`src/rtl/sba_pkg.sv`:
```
package sba_pkg;

  // Pipeline depth for one request line: the I/O lines and the first
  // processor line are fast; the remaining processor lines are slow.
  function automatic int stages_for(input int idx, input int n_io,
                                    input int fast, input int slow);
    if (idx <= n_io) return fast;
    return slow;
  endfunction

  // Idle cycles to insert after a transaction ends.
  function automatic int unsigned idle_after(input logic debug_on,
                                             input logic limit_hit,
                                             input int unsigned dbg_gap);
    int unsigned g;
    g = 0;
    if (limit_hit) g = 1;
    if (debug_on && (dbg_gap > g)) g = dbg_gap;
    return g;
  endfunction

endpackage

```
`src/rtl/sba_req_delay.sv`:
```
module sba_req_delay #(
  parameter int STAGES = 2
) (
  input  logic clk,
  input  logic rst_n,
  input  logic req_in,
  output logic req_out
);

  logic [STAGES-1:0] pipe;

  always_ff @(posedge clk or negedge rst_n) begin
    if (!rst_n) pipe <= '0;
    else        pipe <= (pipe << 1) | STAGES'(req_in);
  end

  assign req_out = pipe[STAGES-1];

endmodule

```
`src/rtl/sba_owner_select.sv`:
```
module sba_owner_select #(
  parameter int N_LINES = 6,
  parameter int N_IO    = 2
) (
  input  logic               clk,
  input  logic               rst_n,
  input  logic [N_LINES-1:0] live_req,
  input  logic [N_LINES-1:0] last_own,
  input  logic               hold_flag,
  output logic [N_LINES-1:0] winner,
  output logic               excl
);

  localparam logic [N_LINES-1:0] IO_MASK = N_LINES'((1 << N_IO) - 1);

  // Isolate the lowest set bit, which is the highest rank.
  function automatic logic [N_LINES-1:0] lowest_one(input logic [N_LINES-1:0] v);
    return v & (~v + N_LINES'(1));
  endfunction

  logic [N_LINES-1:0] others;

  assign others = live_req & ~last_own;
  assign excl   = hold_flag && (|(live_req & last_own & IO_MASK));

  always_comb begin
    if (excl)         winner = last_own;
    else if (|others) winner = lowest_one(others);
    else              winner = lowest_one(live_req);
  end

  // the choice is never more than one line
  assert_winner_onehot_R1: assert property (@(posedge clk) disable iff (!rst_n)
    $onehot0(winner));

  // a non-exclusive previous owner loses to any other live line
  assert_prev_demoted_R5: assert property (@(posedge clk) disable iff (!rst_n)
    (!excl && (|others)) |-> ((winner & last_own) == '0));

endmodule

```
`src/rtl/sba_spacing.sv`:
```
module sba_spacing import sba_pkg::*; #(
  parameter int BURST_LIMIT = 5,
  parameter int DEBUG_GAP   = 2
) (
  input  logic clk,
  input  logic rst_n,
  input  logic busy,
  input  logic boundary,
  input  logic debug_on,
  input  logic fire,
  input  logic same_owner,
  output logic may_arb,
  output logic limit_hit
);

  localparam int RUN_W   = $clog2(BURST_LIMIT + 1);
  localparam int GAP_W   = $clog2(DEBUG_GAP + 2);
  localparam int GAP_MAX = (DEBUG_GAP > 1) ? DEBUG_GAP : 1;

  logic [RUN_W-1:0] run_cnt;
  logic [GAP_W-1:0] gap_cnt;
  logic [GAP_W-1:0] gap_need;

  assign limit_hit = (run_cnt == RUN_W'(BURST_LIMIT));
  assign gap_need  = GAP_W'(idle_after(debug_on, limit_hit, DEBUG_GAP));

  always_comb begin
    if (boundary) may_arb = (gap_need == '0);
    else          may_arb = !busy && (gap_cnt <= GAP_W'(1));
  end

  always_ff @(posedge clk or negedge rst_n) begin
    if (!rst_n) begin
      gap_cnt <= '0;
      run_cnt <= '0;
    end else begin
      if (boundary)                      gap_cnt <= gap_need;
      else if (!busy && gap_cnt != '0)   gap_cnt <= gap_cnt - GAP_W'(1);

      if (fire)       run_cnt <= (boundary && same_owner) ? run_cnt + RUN_W'(1) : RUN_W'(1);
      else if (!busy) run_cnt <= '0;
    end
  end

  // the back-to-back run never passes its limit
  assert_run_bound_R9: assert property (@(posedge clk) disable iff (!rst_n)
    run_cnt <= RUN_W'(BURST_LIMIT));

  // the pending gap never exceeds the longest inserted gap
  assert_gap_bound_R10: assert property (@(posedge clk) disable iff (!rst_n)
    gap_cnt <= GAP_W'(GAP_MAX));

endmodule

```
`src/rtl/sysbus_arbiter.sv`:
```
module sysbus_arbiter import sba_pkg::*; #(
  parameter int N_CPU       = 4,
  parameter int N_IO        = 2,
  parameter int FAST_STAGES = 2,
  parameter int SLOW_STAGES = 3,
  parameter int BURST_LIMIT = 5,
  parameter int DEBUG_GAP   = 2
) (
  input  logic             clk,
  input  logic             rst_n,
  input  logic [N_CPU-1:0] cpu_req,
  input  logic [N_IO-1:0]  io_req,
  input  logic             xfer_done,
  input  logic             dbg_space,
  output logic [N_CPU-1:0] cpu_gnt,
  output logic [N_IO-1:0]  io_gnt,
  output logic             bus_idle
);

  localparam int N_LINES = N_CPU + N_IO;
  localparam logic [N_LINES-1:0] IO_MASK = N_LINES'((1 << N_IO) - 1);

  logic [N_LINES-1:0] raw_req, live_req, gnt_q, last_q, winner;
  logic hold_q, excl, busy, done_evt, may_arb, fire, limit_hit, same_owner;

  assign raw_req = {cpu_req, io_req};

  for (genvar i = 0; i < N_LINES; i++) begin : g_line
    localparam int STG = stages_for(i, N_IO, FAST_STAGES, SLOW_STAGES);
    sba_req_delay #(.STAGES(STG)) u_dly (
      .clk     (clk),
      .rst_n   (rst_n),
      .req_in  (raw_req[i]),
      .req_out (live_req[i])
    );
  end

  assign busy       = |gnt_q;
  assign done_evt   = busy && xfer_done;
  assign fire       = may_arb && (|live_req);
  assign same_owner = (winner == gnt_q);

  sba_owner_select #(.N_LINES(N_LINES), .N_IO(N_IO)) u_sel (
    .clk       (clk),
    .rst_n     (rst_n),
    .live_req  (live_req),
    .last_own  (last_q),
    .hold_flag (hold_q),
    .winner    (winner),
    .excl      (excl)
  );

  sba_spacing #(.BURST_LIMIT(BURST_LIMIT), .DEBUG_GAP(DEBUG_GAP)) u_gap (
    .clk        (clk),
    .rst_n      (rst_n),
    .busy       (busy),
    .boundary   (done_evt),
    .debug_on   (dbg_space),
    .fire       (fire),
    .same_owner (same_owner),
    .may_arb    (may_arb),
    .limit_hit  (limit_hit)
  );

  always_ff @(posedge clk or negedge rst_n) begin
    if (!rst_n) begin
      gnt_q  <= '0;
      last_q <= '0;
      hold_q <= 1'b0;
    end else if (fire) begin
      gnt_q  <= winner;
      last_q <= winner;
      hold_q <= |(winner & IO_MASK);
    end else begin
      if (done_evt) gnt_q <= '0;
      hold_q <= hold_q && (|(live_req & last_q));
    end
  end

  assign io_gnt   = gnt_q[N_IO-1:0];
  assign cpu_gnt  = gnt_q[N_LINES-1:N_IO];
  assign bus_idle = ~busy;

  // one owner at most
  assert_grant_onehot_R1: assert property (@(posedge clk) disable iff (!rst_n)
    $onehot0(gnt_q));

  // an owner keeps the bus until it signals the end
  assert_grant_held_R3: assert property (@(posedge clk) disable iff (!rst_n)
    (busy && !xfer_done) |=> $stable(gnt_q));

  // an exclusive I/O holder is never displaced by another line
  assert_exclusive_kept_R6: assert property (@(posedge clk) disable iff (!rst_n)
    (done_evt && excl) |=> ((gnt_q == $past(gnt_q)) || (gnt_q == '0)));

  // the boundary that ends a full run is followed by an idle cycle
  assert_burst_idle_R9: assert property (@(posedge clk) disable iff (!rst_n)
    (done_evt && limit_hit) |=> (gnt_q == '0));

  // debug spacing leaves two empty bus cycles
  assert_debug_gap_R10: assert property (@(posedge clk) disable iff (!rst_n)
    (done_evt && dbg_space) |=> (gnt_q == '0) ##1 (gnt_q == '0));

endmodule

```
`config.mk`:
```
export PLATFORM = sky130hd
export DESIGN_NAME = sysbus_arbiter
export DESIGN_NICKNAME = d
export VERILOG_FILES = /design/src/rtl/sba_pkg.sv /design/src/rtl/sba_req_delay.sv /design/src/rtl/sba_owner_select.sv /design/src/rtl/sba_spacing.sv /design/src/rtl/sysbus_arbiter.sv
export SDC_FILE = /design/constraint.sdc
export NUM_CORES = 1
export LEC_CHECK = 0
export ABC_CLOCK_PERIOD_IN_PS = 3920
export CORE_ASPECT_RATIO = 1.25
export CORE_MARGIN = 3
export CORE_UTILIZATION = 60
export CTS_BUF_LIST = sky130_fd_sc_hd__clkbuf_2
export CTS_CLUSTER_DIAMETER = 60
export DETAILED_ROUTE_END_ITERATION = 6
export PLACE_DENSITY_LB_ADDON = 0.15
export RECOVER_POWER = 50
export SYNTH_ARGS = -nofsm -noshare
export SYNTH_HDL_FRONTEND = slang
export SYNTH_SLANG_ARGS = --single-unit
```
`constraint.sdc`:
```
create_clock -name clk -period 3.92 [get_ports clk]
set_clock_uncertainty 0.2 [all_clocks]
set_input_delay 0.784 -clock clk [delete_from_list [all_inputs] [get_ports clk]]
set_output_delay 0.784 -clock clk [all_outputs]
set_load 0.01 [all_outputs]
```
-- After elaboration in Yosys (flattened, before gate mapping)
Cells that the tools add are included.
- bits in registers: 33
- bits of input ports: 10
- output and inout bits: 7
- word-level logic and storage cells: 66
- add/subtract/negate cells: 4
- $lt $le $gt $ge: 2
- equal/unequal tests: 3
- mux-type cells: 13
- bitwise logic cells: 14
- reductions and logical operators: 19
- operators by type and width (cell ; number):
    6-bit bitwise AND ; 4
    6-bit 2-to-1 mux ; 4
    6-bit OR reduction ; 4
    6-bit inverter ; 3
    6-bit by 1-bit adder with 6-bit output, second input constant ; 2
    3-bit 2-to-1 mux ; 3
    3-bit by 1-bit bitwise OR with 3-bit output ; 3
    1-bit logical AND ; 8
    6-bit equality test ; 1
    2-bit 2-to-1 mux ; 3
    2-bit by 1-bit bitwise OR with 2-bit output ; 3
    2-bit nonzero test ; 3
    2-bit OR reduction ; 2
    3-bit by 1-bit adder with 3-bit output, second input constant ; 1
    3-bit equality test, second input constant ; 1
    1-bit 2-to-1 mux ; 3
    2-bit by 1-bit greater-than comparator with 1-bit output, first input constant ; 1
    2-bit by 1-bit <= comparator with 1-bit output, second input constant ; 1
    2-bit logical NOT ; 1
    2-bit by 1-bit != test with 1-bit output, second input constant ; 1
    2-bit by 1-bit subtractor with 2-bit output, second input constant ; 1
    1-bit logical NOT ; 1
    1-bit inverter ; 1

-- Longest topological paths before layout
Gate-level depths: netlist of run 1.
- depth after elaboration: 11
- mapped depth: 9
- depth with buffers taken out: 8

-- Hierarchy
A second synthesis of run 1 with hierarchy kept.
- cell total of the unflattened synthesis: 152
- area total of the unflattened synthesis: 1641.6 um^2
- by module, submodules not included (module ; times used ; cells an instance ; area each (um^2)):
    sysbus_arbiter ; 1 ; 64 ; 675.6
    sba_spacing ; 1 ; 34 ; 322.8
    sba_owner_select ; 1 ; 39 ; 267.8
    sba_req_delay at g_line[3].u_dly ... ; 3 ; 3 ; 75.1
    sba_req_delay at g_line[0].u_dly ... ; 3 ; 2 ; 50.0

-- Least setup slack after synthesis of run 1
Ideal clock, no wire load.
- path type: reg2reg
- start: register g_line[0].u_dly.pipe[1]
- end: register u_gap.run_cnt[2]
- setup time: 67 ps
- data arrival time: 2205 ps
- setup slack: 1448 ps
- cell stages (with the launch flop): 8
- buffers on the path: 0
- cells stage by stage: dfrtp_1 or4_4 a221o_1 o31ai_4 xnor2_1 a2111oi_4 o2111ai_1 nand2_1
- longest elaborated chain between the ends: 10
- ends and longest elaborated chain (item ; RTL line ; source):
    start: declaration ; sba_req_delay.sv:10 ; logic [STAGES-1:0] pipe;
    start signal: assignment ; sba_req_delay.sv:14 ; else pipe <= (pipe << 1) | STAGES'(req_in);
    6-bit bitwise AND ; sba_owner_select.sv:23 ; assign others = live_req & ~last_own;
    6-bit inverter ; sba_owner_select.sv:18 ; return v & (~v + N_LINES'(1));
    6-bit by 1-bit adder with 6-bit output ; sba_owner_select.sv:18 ;
    6-bit bitwise AND ; sba_owner_select.sv:18 ;
    6-bit 2-to-1 mux ; sba_owner_select.sv:28 ; else if (|others) winner = lowest_one(others);
    6-bit 2-to-1 mux ; sba_owner_select.sv:27 ; if (excl) winner = last_own;
    6-bit equality test ; sysbus_arbiter.sv:41 ; assign same_owner = (winner == gnt_q);
    1-bit logical AND ; sba_spacing.sv:40 ; if (fire) run_cnt <= (boundary && same_owner) ? run_cnt + RUN_W'(1) : RUN_W'(1);
    3-bit 2-to-1 mux (2 in series) ; sba_spacing.sv:40 ;
    end signal: assignment ; sba_spacing.sv:40 ;
    end: declaration ; sba_spacing.sv:20 ; logic [RUN_W-1:0] run_cnt;
Parallel ways exist; a longest one is shown, timed or not.
A chain may end at the register's enable or synchronous reset.

-- Final worst setup path of run 1
- start: register gnt_q[0]
- end: output bus_idle
- longest elaborated chain between the ends: 2
- ends and longest elaborated chain (item ; RTL line ; source):
    start: declaration ; sysbus_arbiter.sv:23 ; logic [N_LINES-1:0] raw_req, live_req, gnt_q, last_q, winner;
    start signal: assignment ; sysbus_arbiter.sv:71 ; gnt_q <= winner;
    6-bit OR reduction ; sysbus_arbiter.sv:38 ; assign busy = |gnt_q;
    1-bit inverter ; sysbus_arbiter.sv:82 ; assign bus_idle = ~busy;
    end: declaration ; sysbus_arbiter.sv:17 ; output logic bus_idle
No other way between the ends.

==> metrics.cfg, run 1 <==
[clocking]
path_clk_slew_ns = 0.18
worst_skew_pair.late_latency_ns = 0.39
cts-hold-fix-buffers = 0
cts_buffers = 5
cts_resized = 0
cts_buffer_depth = 2
clkSinkCount = 33
htreeDepth = 2
ctsRootBufferMaster = clkbuf_2
post_cts_buffers = 0
cts_tree = yes

[critical_path]
worst-r2r-setup-slack_ns = 1.14
crit_buf_inv = 2
worstPathCellList = nor2_1, nand4_1, inv_1, clkdlybuf4s50_1
worstPathRequired_ns = 2.94
worstSetupPathType = flip-flop to output port
slowest_stage = clkdlybuf4s50_1
startpoint_type = flip-flop
cp.arrival_ns = 2.10
path_max_fanout = 8
slowest_delay_ns = 0.55
end_kind = output port
crit_family = buffers and inverters

[timing]
drv_slew = 34
tns_ns = 0
setup_viol = 0
slew_headroom = -0.154
fmax_mhz = 324
hold_violations = 0
rsz0062_at_grt = no
tightest_slew_ns = 1.73
finalCriticalPeriod_ns = 3.08
timing.final.crit_share = 0.787

[finish]
antenna_cells = 0
fin_util = 0.749
layout.cells.non_filler = 213
layout_commonest_cell = dfrtp_1
area_delta_synth_final_pct = 14.1
nets = 193
mostFrequentLayoutCells = dfrtp_1 (33), nand2_1 (24), inv_1 (11)
drive_gt1_frac = 0.117

[global_routing]
antenna_found_initial = 0
grt_pass1_wl_mm = 5.84
grt_max_degree = 34
grt_overflow = 0
grtUsageTotal = 0.232
grt_pass1_vias = 1320

[synthesis]
yosysWarnings = 0
synthArstFlopShare = 1.00
ys_seq_area_frac = 0.498
synth.distinct_cells = 47
ys_seq_elements = 33
synth-main-ff-cell = dfrtp_1
synth-edff-count = 0
synth_area_um2 = 1660
syn_area_per_cell_um2 = 10.4
syn-num-nets = 173
netlist_instances = 159

[placed_design]
gp_congestion = 0.848
dpl.cell_count = 205
place.detailed.hpwl_mm = 2.58
io_buffer_count = 16

[routing]
post_drt_wl_per_cell_um = 16.5
viasPerCell = 6.15
detail_route.drc_violations = 0
dr_total_vias = 1309
drt_first_pass_iters = 4
routed_wl_mm = 3.52
ant_nets = 0
dr.first_iter.drc_count = 60

[floorplan]
num_io_pins = 17
start_util = 0.656
fp.dieW_um = 53.0
rows = 20
core_area_um2 = 2530
dieHeight_um = 64.8
dieArea_um2 = 3430

[run_status]
status = finished with violations
violations = capacitance limit, slew limit

[worst_hold_path]
hp-class = flip-flop to flip-flop

[power]
power.share.clock = 0.166
power.switching_uw = 571
ir_drop_v = 0.000588
power_frac_seq = 0.374
p_int_uw = 785
pwr_density_cell_nw_per_um2 = 717
swShare = 0.421
p_comb_frac = 0.460
power.leakage_uw = 0.000836

[job]
drv_cap = 1

==> final cells by class <==
type | count | area, µm²
clock buffer | 6 | 30.0
fill | 193 | 636
multi-input combinational | 111 | 756
timing repair buffer | 17 | 164
tap | 33 | 41.3
sequential | 33 | 826
clock inverter | 2 | 33.8
inverter | 11 | 41.3
==> sequential cells by signal (all words and copies together) (netlist names) <==
register and count:
gnt_q 6, u_gap.gap_cnt 2, last_q 6, hold_q 1, g_line.u_dly.pipe 15, u_gap.run_cnt 3
==> through the flow <==
stage / setup slack, ns / area (µm²) / hold WS, ns / total power [µW]
after floorplan: 1.45 / 1660 / 0.131 / 966
after global placement: 1.23 / 1830 / 0.132 / 1080
after detailed placement: 1.15 / 1830 / 0.138 / 1120
after CTS: 0.838 / 1890 / 0.151 / 1350
after global routing: 0.755 / 1890 / 0.164 / 1450
final: 0.836 / 1890 / 0.145 / 1360
==> routing by layer <==
layer	vias to the layer above	share of wire	GRT usage
met4	0	0.024	0.109
met1	646	0.39	0.267
met2	38	0.54	0.399
li1	615	-	-
met5	-	0	0
met3	10	0.045	0.0506
==> power groups by stage <==
stage | Sequential (µW) | Clock, µW | Combinational, µW
6_report | 507 | 225 | 623
5_1_grt | 517 | 245 | 692
4_1_cts | 506 | 228 | 619
3_5_place_dp | 513 | 0 | 611
3_3_place_gp | 506 | 0 | 576
2_1_floorplan | 491 | 0 | 476
==> cell families after synthesis <==
family,share of synthesized area
AND/OR/NAND/NOR,0.210
adder cells (fa/ha/maj),0.0302
flip-flops,0.498
buffers and inverters,0.0491
XOR/XNOR,0.0159
multiplexers,0.0128
AO/OA/AOI/OAI,0.184
==> worst paths after layout <==
path	cells after the start	startpoint	to
min	0	g_line[3].u_dly.pipe[1]	g_line[3].u_dly.pipe[2]
max in group asynchronous	2	rst_n	g_line[3].u_dly.pipe[1]
min in group asynchronous	2	rst_n	g_line[1].u_dly.pipe[0]
max	4	gnt_q[0]	bus_idle
min reg2reg	0	g_line[3].u_dly.pipe[1]	g_line[3].u_dly.pipe[2]
max reg2reg	7	g_line[0].u_dly.pipe[1]	u_gap.run_cnt[1]
==> synth_stat cells (all sizes together), types with 3 or more instances <==
cell type	n	area share
dfrtp	33	0.50
nand2	24	0.054
inv	11	0.025
o21ai	9	0.027
nand3	7	0.021
nor2	6	0.014
or2b	5	0.026
ha	4	0.030
o31ai	4	0.026
a21oi	3	0.0091
a31oi	3	0.011
and3	3	0.012
buf	3	0.016
nor2b	3	0.011
nor3b	3	0.014
xnor2	3	0.016
(Power assumes the default switching activity.)
==> run 2: changes to the inputs <==
ABC_CLOCK_PERIOD_IN_PS = 2600   (was 3920)
CORE_UTILIZATION = 52   (was 60)
clock period = 2.6 ns   (was 3.92 ns; I/O delays follow)
==> metrics.cfg, run 2 (synthesized netlist as in run 1, its figures left out) <==
[placed_design]
io_buffer_count = 16
place.detailed.hpwl_mm = 2.60
post-place-ws_ns = 0.0791
gp_congestion = 0.880
placed_area_um2 = 1910

[critical_path]
rr_worst_depth = 7
r2r-end = u_gap.run_cnt[1]
crit_family = simple AND/OR/NAND/NOR gates
worstPathRequired_ns = 2.70
crit_buf_inv = 0
cp.arrival_ns = 2.67
slowest_delay_ns = 0.52
worstPathCellList = nor2b_4, or4b_4, o211ai_1, nand3_1, a2111oi_4, nand4b_1, o31ai_2
worstReg2RegStart = g_line[5].u_dly.pipe[2]
end_kind = flip-flop
path_max_fanout = 4
slowest_stage = or4b_4
startpoint_type = flip-flop
worst-r2r-setup-slack_ns = 0.03
worstSetupPathType = flip-flop to flip-flop

[floorplan]
dieArea_um2 = 3910
start_util = 0.553
fp.dieW_um = 56.5
core_area_um2 = 3000
rows = 22
dieHeight_um = 69.1
num_io_pins = 17

[finish]
largest_register_ff_count = 15
area_delta_synth_final_pct = 24.5
reg_top3 = g_line.u_dly.pipe: 15 flops, gnt_q: 6 flops, last_q: 6 flops
antenna_cells = 0
fillers = 232
drive_gt1_frac = 0.234
top_register = g_line.u_dly.pipe
multiInputGateArea_um2 = 790
stdcell_area_um2 = 2060
mostFrequentLayoutCells = dfrtp_1 (32), nand2_1 (24), buf_4 (17)
nets = 210
layout_commonest_cell = dfrtp_1
register_area_um2 = 827

[global_routing]
grt_max_degree = 34
antenna_found_initial = 0
grt_pass1_wl_mm = 6.14
grt_overflow = 0
grt_pass1_vias = 1383
grtUsageTotal = 0.202

[routing]
dr.first_iter.drc_count = 73
drt_first_pass_iters = 6
viasPerCell = 5.85
ant_nets = 0
routed_wl_mm = 3.63
post_drt_wl_per_cell_um = 15.6
dr_total_vias = 1362
detail_route.drc_violations = 0

[clocking]
cts_buffers = 5
cts_tree = yes
cts-hold-fix-buffers = 0
htreeDepth = 2
cts_buffer_depth = 2
clkSinkCount = 33
path_clk_slew_ns = 0.17
ctsRootBufferMaster = clkbuf_2
worst_skew_pair.late_latency_ns = 0.37

[worst_hold_path]
min_from = g_line[5].u_dly.pipe[1]
holdPathStages = 0
min_to = g_line[5].u_dly.pipe[2]
hp-class = flip-flop to flip-flop

[timing]
finalCriticalPeriod_ns = 2.57
drv_slew = 34
tightest_slew_ns = 1.70
rsz0062_at_grt = yes
timing.final.crit_share = 0.990
fmax_mhz = 389
fin_hold_ws_ns = 0.158
setup_viol = 0
hold_violations = 0
layout_setup_ws_ns = 0.0263
slew_headroom = -0.134

[power]
power_frac_seq = 0.349
power.share.clock = 0.155
power.switching_uw = 901
swShare = 0.412
p_comb_frac = 0.496
p_int_uw = 1290
pwr_density_cell_nw_per_um2 = 1060
ir_drop_v = 0.000715
power.leakage_uw = 0.000938

[job]
drv_cap = 1

[run_status]
status = finished with violations
violations = capacitance limit, slew limit

[run 2: cell types whose count changed in the layout (fill, tap and decap cells not counted), sizes merged]
cell	before	now
buf	0	17
clkinvlp	0	1
dlygate4sd3	7	6
clkbuf	7	6
dlymetal6s2s	0	1
[run 2: power groups by stage]
| stage | sequential, µW | clock, µW | combinational, µW |
|---|---|---|---|
| after floorplan | 740 | 0 | 717 |
| after global placement | 760 | 0 | 981 |
| after detailed placement | 769 | 0 | 1000 |
| after CTS | 758 | 344 | 1020 |
| after global routing | 784 | 373 | 1210 |
| final | 764 | 338 | 1090 |
[run 2: how the worst max path moves through the flow]
stage	slack, ns	startpoint	depth (start not counted)	end
finish	0.03	g_line[5].u_dly.pipe[2]	7	u_gap.run_cnt[1]
global route	-0.11	g_line[5].u_dly.pipe[2]	7	u_gap.run_cnt[1]
CTS	0.02	g_line[0].u_dly.pipe[1]	8	u_gap.run_cnt[1]
detailed placement	0.08	g_line[2].u_dly.pipe[1]	7	u_gap.run_cnt[2]
global placement	0.11	g_line[0].u_dly.pipe[1]	7	u_gap.run_cnt[1]
floorplan	0.13	g_line[0].u_dly.pipe[1]	7	u_gap.run_cnt[2]
[run 2: final cells by class]
type | count | area share
multi-input cells | 111 | 0.383
well taps | 36 | 0.0218
flip-flops and latches | 33 | 0.401
clock inverters | 3 | 0.0200
repair buffers | 34 | 0.143
clock buffers | 5 | 0.0121
inverters | 11 | 0.0200
[run 2: layer usage]
metal	wire length, µm	part of all wire	GRT usage	up-vias
met2	1950	0.54	0.348	29
met5	0	0	0	-
met1	1520	0.42	0.238	676
met3	91	0.025	0.0449	8
li1	-	-	-	649
met4	62	0.017	0.0792	0
[run 2: repair_timing]
action / 4_1_cts / 5_1_grt
cloned: 0 / 0
buffers inserted: 1 / 6
endpoints found under the setup margin: 1 / 9
resized for setup: 0 / 11
pin swaps: 1 / 8
hold endpoints to repair: 0 / 0
[run 2: stage by stage]
| stage | utilization | power, µW | cells | TNS, ns |
|---|---|---|---|---|
| 3_3_place_gp | 0.635 | 1740 | 218 | 0 |
| 4_1_cts | 0.660 | 2130 | 227 | 0 |
| 6_report | 0.688 | 2190 | 233 | 0 |
| 3_5_place_dp | 0.635 | 1770 | 218 | 0 |
| 2_1_floorplan | - | 1460 | 159 | 0 |
| 5_1_grt | 0.688 | 2370 | 233 | -0.258 |
==> run 3: changes to the inputs <==
ABC_CLOCK_PERIOD_IN_PS = 3150   (was 2600)
CORE_MARGIN = default   (was 3)
CORE_UTILIZATION = 60   (was 52)
clock period = 3.15 ns   (was 2.6 ns; I/O delays follow)
==> metrics.cfg, run 3 (synthesized netlist as in run 1, its figures left out) <==
[floorplan]
fp.dieW_um = 49.0
dieArea_um2 = 2980
rows = 20
num_io_pins = 17
dieHeight_um = 60.8
core_area_um2 = 2530
start_util = 0.656

[clocking]
htreeDepth = 2
cts-hold-fix-buffers = 0
ctsRootBufferMaster = clkbuf_2
path_clk_slew_ns = 0.18
cts_buffers = 5
cts_tree = yes
clkSinkCount = 33
worst_skew_pair.late_latency_ns = 0.39
cts_resized = 0
post_cts_buffers = 0
cts_buffer_depth = 2

[global_routing]
grt_max_degree = 34
grt_pass1_wl_mm = 5.80
grtUsageTotal = 0.273
grt_overflow = 0
antenna_found_initial = 0
grt_pass1_vias = 1309

[routing]
drt_first_pass_iters = 4
dr.first_iter.drc_count = 60
viasPerCell = 6.12
ant_nets = 0
detail_route.drc_violations = 0
dr_total_vias = 1321
post_drt_wl_per_cell_um = 15.7
routed_wl_mm = 3.40

[critical_path]
worst-r2r-setup-slack_ns = 0.43
end_kind = output port
path_max_fanout = 8
worstSetupPathType = flip-flop to output port
startpoint_type = flip-flop
cp.arrival_ns = 2.08
worstPathRequired_ns = 2.32

[timing]
fmax_mhz = 344
tns_ns = 0
hold_violations = 0
setup_viol = 0
rsz0062_at_grt = no
finalCriticalPeriod_ns = 2.91
layout_setup_ws_ns = 0.244
tightest_slew_ns = 1.73
slew_headroom = -0.151
timing.final.crit_share = 0.923
drv_slew = 34

[finish]
top_register = g_line.u_dly.pipe
nets = 196
fillers = 188
area_delta_synth_final_pct = 14.2
mostFrequentLayoutCells = dfrtp_1 (33), nand2_1 (24), inv_1 (11)
antenna_cells = 0
largest_register_ff_count = 15
fin_util = 0.749
layout_commonest_cell = dfrtp_1
drive_gt1_frac = 0.131
reg_top3 = g_line.u_dly.pipe: 15 flops, gnt_q: 6 flops, last_q: 6 flops

[run_status]
violations = capacitance limit, slew limit
status = finished with violations

[placed_design]
gp_congestion = 0.910
place.detailed.hpwl_mm = 2.48
io_buffer_count = 16
post-place-ws_ns = 0.516

[power]
ir_drop_v = 0.000573
power_uw = 1640
power.leakage_uw = 0.000830
pwr_density_cell_nw_per_um2 = 867

[job]
drv_cap = 1

[worst_hold_path]
hp-class = flip-flop to flip-flop

-- run 3: cell count changes in the layout (fill, tap and decap cells not counted), moves of 2 or more --
cell	change
o31ai_1	+3
clkinvlp_4	+2
nor2_1	+2
o31ai_2	-3
nor2_2	-2
buf_4	-14
-- run 3: metal layers --
layer	wire length [µm]	GRT usage
met4	104	0.155
met2	1740	0.476
met5	0	0
met1	1380	0.303
met3	176	0.0802
-- run 3: per-stage QoR --
| stage | std cells | hold slack [ns] | instance area, µm² |
|---|---|---|---|
| after detailed placement | 208 | 0.136 | 1850 |
| after global placement | 208 | 0.132 | 1850 |
| after global routing | 216 | 0.182 | 1890 |
| after floorplan | 159 | 0.131 | 1660 |
| after CTS | 216 | 0.176 | 1900 |
| final | 216 | 0.163 | 1890 |
-- run 3: worst paths after layout --
check                                     endpoint                     from  cells after the start
max in group asynchronous  g_line[3].u_dly.pipe[2]                    rst_n                      2
min reg2reg                g_line[4].u_dly.pipe[2]  g_line[4].u_dly.pipe[1]                      0
max reg2reg                       u_gap.run_cnt[2]  g_line[0].u_dly.pipe[1]                      7
min in group asynchronous  g_line[0].u_dly.pipe[0]                    rst_n                      2
max                                       bus_idle                 gnt_q[0]                      4
min                        g_line[4].u_dly.pipe[2]  g_line[4].u_dly.pipe[1]                      0
-- run 3: area by class of cell --
type | instances | area (µm²) | share of cell area
multi-input combinational | 111 | 751 | 0.397
tap | 33 | 41.3 | 0.0218
clock buffer | 5 | 25.0 | 0.0132
sequential | 33 | 826 | 0.436
clock inverter | 3 | 22.5 | 0.0119
timing repair buffer | 20 | 186 | 0.0985
inverter | 11 | 41.3 | 0.0218
-- run 3: critical path, stage by stage (launching register included) --
cell             delay (ns)
dfrtp_1                0.46
nor2_1                 0.20
nand4_1                0.31
inv_1                  0.17
clkdlybuf4s50_1        0.55
-- run 3: report_power, final --
part           total [µW]  switching (µW)  internal (µW)
Combinational         801             450            351
Sequential            630             111            520
Clock                 209             156           53.3
Total                1640             717            924
